File: config.mk
export PLATFORM = sky130hd
export DESIGN_NAME = evt_irq_unit
export DESIGN_NICKNAME = d
export VERILOG_FILES = /design/src/rtl/evt_irq_pkg.sv /design/src/rtl/evt_wr_decode.sv /design/src/rtl/evt_store.sv /design/src/rtl/evt_line_drv.sv /design/src/rtl/evt_irq_unit.sv
export SDC_FILE = /design/constraint.sdc
export NUM_CORES = 1
export LEC_CHECK = 0
export BUFFER_PORTS_ARGS = -buffer_cell sky130_fd_sc_hd__buf_2
export CORE_UTILIZATION = 49
export DETAILED_ROUTE_END_ITERATION = 8
export PLACE_DENSITY = 0.79
export SLEW_MARGIN = 20
export SYNTH_ARGS = -nofsm -noshare
export SYNTH_HDL_FRONTEND = slang
export SYNTH_SLANG_ARGS = --single-unit
File: constraint.sdc
create_clock -name clk -period 1.41 [get_ports clk]
set_clock_uncertainty 0.1 [all_clocks]
set_input_delay 0.141 -clock clk [delete_from_list [all_inputs] [get_ports clk]]
set_output_delay 0.141 -clock clk [all_outputs]
set_load 0.02 [all_outputs]
File: src/rtl/evt_irq_pkg.sv
package evt_irq_pkg;

  localparam int unsigned WORD_W   = 32;
  localparam int unsigned SRC_N    = 13;
  localparam int unsigned EVT_BASE = 19;
  localparam int unsigned GSTOP_BIT = 28;

  typedef enum logic [1:0] {
    SEL_EVENT = 2'd0,
    SEL_MASK  = 2'd1,
    SEL_TXCTL = 2'd2,
    SEL_NONE  = 2'd3
  } reg_sel_e;

  // Event-word bit position that feeds interrupt line n.
  function automatic int unsigned line_bit(input int unsigned n);
    case (n)
      0:       line_bit = 27;
      1:       line_bit = 26;
      2:       line_bit = 19;
      3:       line_bit = 20;
      4:       line_bit = 25;
      5:       line_bit = 24;
      6:       line_bit = 23;
      7:       line_bit = 21;
      8:       line_bit = 31;
      9:       line_bit = 28;
      10:      line_bit = 22;
      11:      line_bit = 29;
      default: line_bit = 30;
    endcase
  endfunction

  // Next state of a write-one-to-clear sticky vector; set beats clear.
  function automatic logic [SRC_N-1:0] sticky_next(input logic [SRC_N-1:0] cur,
                                                   input logic [SRC_N-1:0] clr,
                                                   input logic [SRC_N-1:0] set);
    sticky_next = (cur & ~clr) | set;
  endfunction

endpackage

File: src/rtl/evt_wr_decode.sv
module evt_wr_decode
  import evt_irq_pkg::*;
#(
  parameter int unsigned SRC_N    = evt_irq_pkg::SRC_N,
  parameter int unsigned EVT_BASE = evt_irq_pkg::EVT_BASE,
  parameter int unsigned GSTOP    = evt_irq_pkg::GSTOP_BIT
) (
  input  logic             reg_wr,
  input  logic [1:0]       reg_sel,
  input  logic [SRC_N-1:0] wr_evt_bits,
  input  logic             wr_ctl_bit,
  input  logic [SRC_N-1:0] src_set,
  output logic [SRC_N-1:0] clr_vec,
  output logic [SRC_N-1:0] set_vec,
  output logic             mask_we
);
  localparam int unsigned GSTOP_REL = GSTOP - EVT_BASE;

  logic             gstop_pulse;
  logic [SRC_N-1:0] gstop_vec;

  always_comb begin
    clr_vec     = '0;
    mask_we     = 1'b0;
    gstop_pulse = 1'b0;
    if (reg_wr) begin
      case (reg_sel_e'(reg_sel))
        SEL_EVENT: clr_vec     = wr_evt_bits;
        SEL_MASK:  mask_we     = 1'b1;
        SEL_TXCTL: gstop_pulse = wr_ctl_bit;
        default:   ;
      endcase
    end
    gstop_vec            = '0;
    gstop_vec[GSTOP_REL] = gstop_pulse;
    set_vec              = src_set | gstop_vec;
  end
endmodule

File: src/rtl/evt_store.sv
module evt_store
  import evt_irq_pkg::*;
#(
  parameter int unsigned SRC_N = evt_irq_pkg::SRC_N
) (
  input  logic             clk,
  input  logic             rst_n,
  input  logic [SRC_N-1:0] clr_vec,
  input  logic [SRC_N-1:0] set_vec,
  output logic [SRC_N-1:0] evt_q
);
  logic [SRC_N-1:0] evt_d;

  always_comb evt_d = sticky_next(evt_q, clr_vec, set_vec);

  always_ff @(posedge clk or negedge rst_n) begin
    if (!rst_n) evt_q <= '0;
    else        evt_q <= evt_d;
  end
endmodule

File: src/rtl/evt_line_drv.sv
module evt_line_drv
  import evt_irq_pkg::*;
#(
  parameter int unsigned SRC_N    = evt_irq_pkg::SRC_N,
  parameter int unsigned EVT_BASE = evt_irq_pkg::EVT_BASE
) (
  input  logic             clk,
  input  logic             rst_n,
  input  logic [SRC_N-1:0] evt_q,
  input  logic [SRC_N-1:0] mask_hi,
  output logic [SRC_N-1:0] line_q
);
  for (genvar n = 0; n < SRC_N; n++) begin : g_line
    localparam int unsigned REL = line_bit(n) - EVT_BASE;
    logic hit;
    assign hit = evt_q[REL] & mask_hi[REL];
    always_ff @(posedge clk or negedge rst_n) begin
      if (!rst_n) line_q[n] <= 1'b0;
      else        line_q[n] <= hit;
    end
  end
endmodule

File: src/rtl/evt_irq_unit.sv
module evt_irq_unit
  import evt_irq_pkg::*;
#(
  parameter int unsigned WORD_W   = evt_irq_pkg::WORD_W,
  parameter int unsigned SRC_N    = evt_irq_pkg::SRC_N,
  parameter int unsigned EVT_BASE = evt_irq_pkg::EVT_BASE
) (
  input  logic              clk,
  input  logic              rst_n,
  input  logic              reg_wr,
  input  logic [1:0]        reg_sel,
  input  logic [WORD_W-1:0] reg_wdata,
  output logic [WORD_W-1:0] reg_rdata,
  input  logic [SRC_N-1:0]  src_set,
  output logic [SRC_N-1:0]  irq_o
);
  localparam int unsigned TOP = EVT_BASE + SRC_N - 1;

  logic [SRC_N-1:0]  clr_vec;
  logic [SRC_N-1:0]  set_vec;
  logic              mask_we;
  logic [SRC_N-1:0]  evt_q;
  logic [WORD_W-1:0] mask_q;
  logic [WORD_W-1:0] evt_word;

  evt_wr_decode #(.SRC_N(SRC_N), .EVT_BASE(EVT_BASE)) u_dec (
    .reg_wr      (reg_wr),
    .reg_sel     (reg_sel),
    .wr_evt_bits (reg_wdata[TOP:EVT_BASE]),
    .wr_ctl_bit  (reg_wdata[0]),
    .src_set     (src_set),
    .clr_vec     (clr_vec),
    .set_vec     (set_vec),
    .mask_we     (mask_we)
  );

  evt_store #(.SRC_N(SRC_N)) u_store (
    .clk     (clk),
    .rst_n   (rst_n),
    .clr_vec (clr_vec),
    .set_vec (set_vec),
    .evt_q   (evt_q)
  );

  always_ff @(posedge clk or negedge rst_n) begin
    if (!rst_n)       mask_q <= '0;
    else if (mask_we) mask_q <= reg_wdata;
  end

  always_comb begin
    evt_word               = '0;
    evt_word[TOP:EVT_BASE] = evt_q;
  end

  evt_line_drv #(.SRC_N(SRC_N), .EVT_BASE(EVT_BASE)) u_lines (
    .clk     (clk),
    .rst_n   (rst_n),
    .evt_q   (evt_q),
    .mask_hi (mask_q[TOP:EVT_BASE]),
    .line_q  (irq_o)
  );

  always_comb begin
    case (reg_sel_e'(reg_sel))
      SEL_EVENT: reg_rdata = evt_word;
      SEL_MASK:  reg_rdata = mask_q;
      default:   reg_rdata = '0;
    endcase
  end
endmodule

==> run summary <==
======================================================================================================
Critical path origin ....................................................................   mask_q[27]
Initial detailed-routing violation count ................................................           78
Final Hold Vio Count ....................................................................            1
Switching share of power ................................................................        0.266
Critical path start-end classification .................................................. register to primary output
Setup TNS after final layout ............................................................         0 ps
Net switching component of the power ....................................................      1.24 mW
Leading cell types in the layout, fill and taps excluded ................................ buf_2 (93), dfrtp_1 (58), dlygate4sd3_1 (44), and2_1 (32), mux2_4 (30)
Maximum clock insertion buffer count ....................................................            2
Synthesized-area fraction occupied by adder cells .......................................            0
Layout cell share with drive strength beyond 1 ..........................................        0.437
Global-route wire length before repair ..................................................      9070 um
Detailed-route DRC error count ..........................................................            0
Outcome ................................................................................. complete, but fails checks
Clock latency of the later-clocked register in the worst-skew pair ......................       320 ps
Number of top-level pins ................................................................           95
Die Span X ..............................................................................      74.9 um
Final Max Slew Viols ....................................................................            0
F_max ...................................................................................      710 MHz
Most common cell after layout, fill and taps aside ......................................        buf_2
Placed Area ............................................................................. 0.00319 sq mm
Design Area, Final ...................................................................... 0.00387 sq mm
Relative slew margins ...................................................................        0.800
Area fraction in and, or, nand and nor cells after synthesis ............................        0.134
Net count of the mapped netlist .........................................................          251
Combinational fraction of design power ..................................................        0.237
Internal power ..........................................................................      3.41 mW
Port bufs ...............................................................................           94
Worst Reg2Reg Path Length in Cells ......................................................            3
Transition at the pin with the smallest max-transition slack ............................       300 ps
Global-route congestion overflow total ..................................................            0
Total length of routed wires ............................................................      6080 um
Seq cells post-synth ....................................................................           58
Synthesis Warnings ......................................................................            0
CTS Buf Count ...........................................................................            9
Final worst path period share ...........................................................        0.999
Number of distinct library cell variants in the gate-level netlist after synthesis ......           19
# rows ..................................................................................           26
Die Outline Area ........................................................................ 0.00561 sq mm
Final HPWL from detailed placement ......................................................      3580 um
Synthesized instance count ..............................................................          201
Number of search-and-repair iterations in the first detailed-routing pass ...............            4
Final setup violation count .............................................................            0
Sequential cell fraction of total power .................................................        0.443
NumNets Final ...........................................................................          404
Clock group share of total power ........................................................        0.320
Worst min-delay path class .............................................................. input port to register
Static Leakage ..........................................................................      2.01 nW
Clock root buffer .......................................................................     clkbuf_8
Routed via count ........................................................................        2,023
Unrepaired setup endpoints after global routing .........................................          yes
R2R Setup Slk ...........................................................................        70 ps
Overall fraction of global-route tracks in use ..........................................        0.223
Pin count of the biggest net entering global routing ....................................           59
Sequential element share of the synthesized area ........................................        0.558
Avg Synthesized Cell Area ...............................................................   12.9 sq um
Type of element capturing the critical path ............................................. primary output
Summed instance area of the synthesized netlist ......................................... 0.00260 sq mm
GP Congestion ...........................................................................        0.819
Worst EP required .......................................................................      1170 ps
Vias/cell ...............................................................................         4.74
TritonCTS clock tree ....................................................................          yes
Maximum resistive drop on vdd ...........................................................     0.699 mV
Count of max-cap constraint violations ..................................................            0
Antenna cell count ......................................................................            0
Worst setup path end .................................................................... reg_rdata[27]
R2r startpoint .......................................................................... u_store.evt_q[4]
TritonCTS Sinks .........................................................................           58
Complex-gate fraction of the synthesized area ...........................................       0.0337
Final critical-path required period .....................................................      1410 ps
Clock transition at the register clock pins on the worst setup and hold paths after CTS .        60 ps
Htree depth .............................................................................            3
Initial antenna violation count .........................................................            0
WL per Instance .........................................................................      14.2 um
Worst EP arrival ........................................................................      1170 ps
Synthesis-to-layout area growth .........................................................        48.8%
Fraction of synthesized area in multiplexers ............................................        0.232
Critical register-to-register path endpoint ............................................. u_store.evt_q[4]
Startpoint types ........................................................................     register
Xor/xnor share of the synthesized area ..................................................            0
Core area ............................................................................... 0.00511 sq mm
Critical-path maximum fanout ............................................................            2
Number of global-route vias before repair ...............................................        1,998
Post-route ant nets .....................................................................            0
Post-layout utilization of the core .....................................................        0.758
Dominant combinational cell family by area after synthesis .............................. multiplexers
Starting utilization of the core area ...................................................        0.510
Chip Height .............................................................................      74.9 um
Hold WS .................................................................................     -19.9 ps
Power per cell area ..................................................................... 1200 mW/mm^2
Failing checks ..........................................................................  hold timing
======================================================================================================
==> registers in the layout, indices dropped and copies added (netlist names) <==
name            count
u_lines.line_q     13
u_store.evt_q      13
mask_q             32
==> logic make-up (layout without fill, tap and decap cells) <==
| kind of cell | count (synthesis) | after routing |
|---|---|---|
| AOI/OAI and AO/OA | 14 | 14 |
| buffers and inverters | 22 | 178 |
| DFF | 58 | 58 |
| muxes | 45 | 45 |
| and+or+nand+nor | 62 | 62 |
==> layout make-up <==
| type | instances | area, sq um |
|---|---|---|
| well taps | 70 | 87.6 |
| multi-input cells | 121 | 1050 |
| flip-flops and latches | 58 | 1450 |
| clock inverters | 3 | 40.0 |
| inverters | 13 | 48.8 |
| repair buffers | 151 | 1040 |
| fillers | 336 | 1230 |
| clock buffers | 11 | 151 |
==> critical path, stage by stage, from the launching register on <==
cell,delay (ps)
dfrtp_1,390
mux2i_1,220
nor2_1,80
buf_4,160
==> worst min-delay path by stage <==
stage               start                to  slack, ps  cells after the start
5_1_grt        src_set[8]  u_store.evt_q[8]         20                      3
6_report       src_set[8]  u_store.evt_q[8]        -20                      3
3_5_place_dp        rst_n         mask_q[1]         70                      2
3_3_place_gp        rst_n         mask_q[1]         70                      2
4_1_cts            reg_wr  u_store.evt_q[9]         80                      3
2_1_floorplan       rst_n         mask_q[0]       -250                      0
==> synthesized netlist by cell type <==
cell / n / share of area
buf_4: 1 / 0.0029
and3b_1: 1 / 0.0034
clkbuf_1: 2 / 0.0029
nor2_1: 25 / 0.036
a21oi_1: 1 / 0.0019
nand4b_1: 1 / 0.0034
o211ai_1: 1 / 0.0029
buf_2: 3 / 0.0058
nand3b_4: 1 / 0.0077
a31oi_1: 12 / 0.029
mux2_4: 30 / 0.17
buf_6: 3 / 0.013
inv_1: 13 / 0.019
mux2_2: 2 / 0.0087
nor3b_1: 1 / 0.0029
and2b_2: 1 / 0.0034
mux2i_1: 13 / 0.050
and2_1: 32 / 0.077
dfrtp_1: 58 / 0.56
==> repair_timing <==
action,in CTS,in global routing
buffers inserted,0,3
hold buffers,46,0
gates resized for setup,0,6
endpoints found under the setup margin,0,11
hold endpoints to repair,103,0
==> routing by layer <==
layer	share of wire	up-vias	global-route usage
li1	-	977	-
met1	0.43	961	0.259
met2	0.50	78	0.390
met3	0.061	7	0.0736
met4	0.0097	0	0.0713
met5	0	-	0
==> power groups by stage <==
stage	Clock (mW)	Sequential (mW)	Combinational, mW
after global placement	0	2.07	0.965
after CTS	1.52	2.05	1.07
final	1.49	2.06	1.10
after floorplan	0	2.14	0.560
after detailed placement	0	2.08	0.981
after global routing	1.59	2.08	1.18
==> per-stage QoR <==
| stage | total power, mW | instances | worst slack (ps) |
|---|---|---|---|
| 2_1_floorplan | 2.70 | 201 | 171 |
| 4_1_cts | 4.65 | 425 | 15.0 |
| 3_5_place_dp | 3.06 | 365 | 192 |
| 3_3_place_gp | 3.03 | 365 | 138 |
| 6_report | 4.64 | 427 | 1.86 |
| 5_1_grt | 4.86 | 427 | -33.4 |
Note: power is estimated with default switching activity, not from simulation.
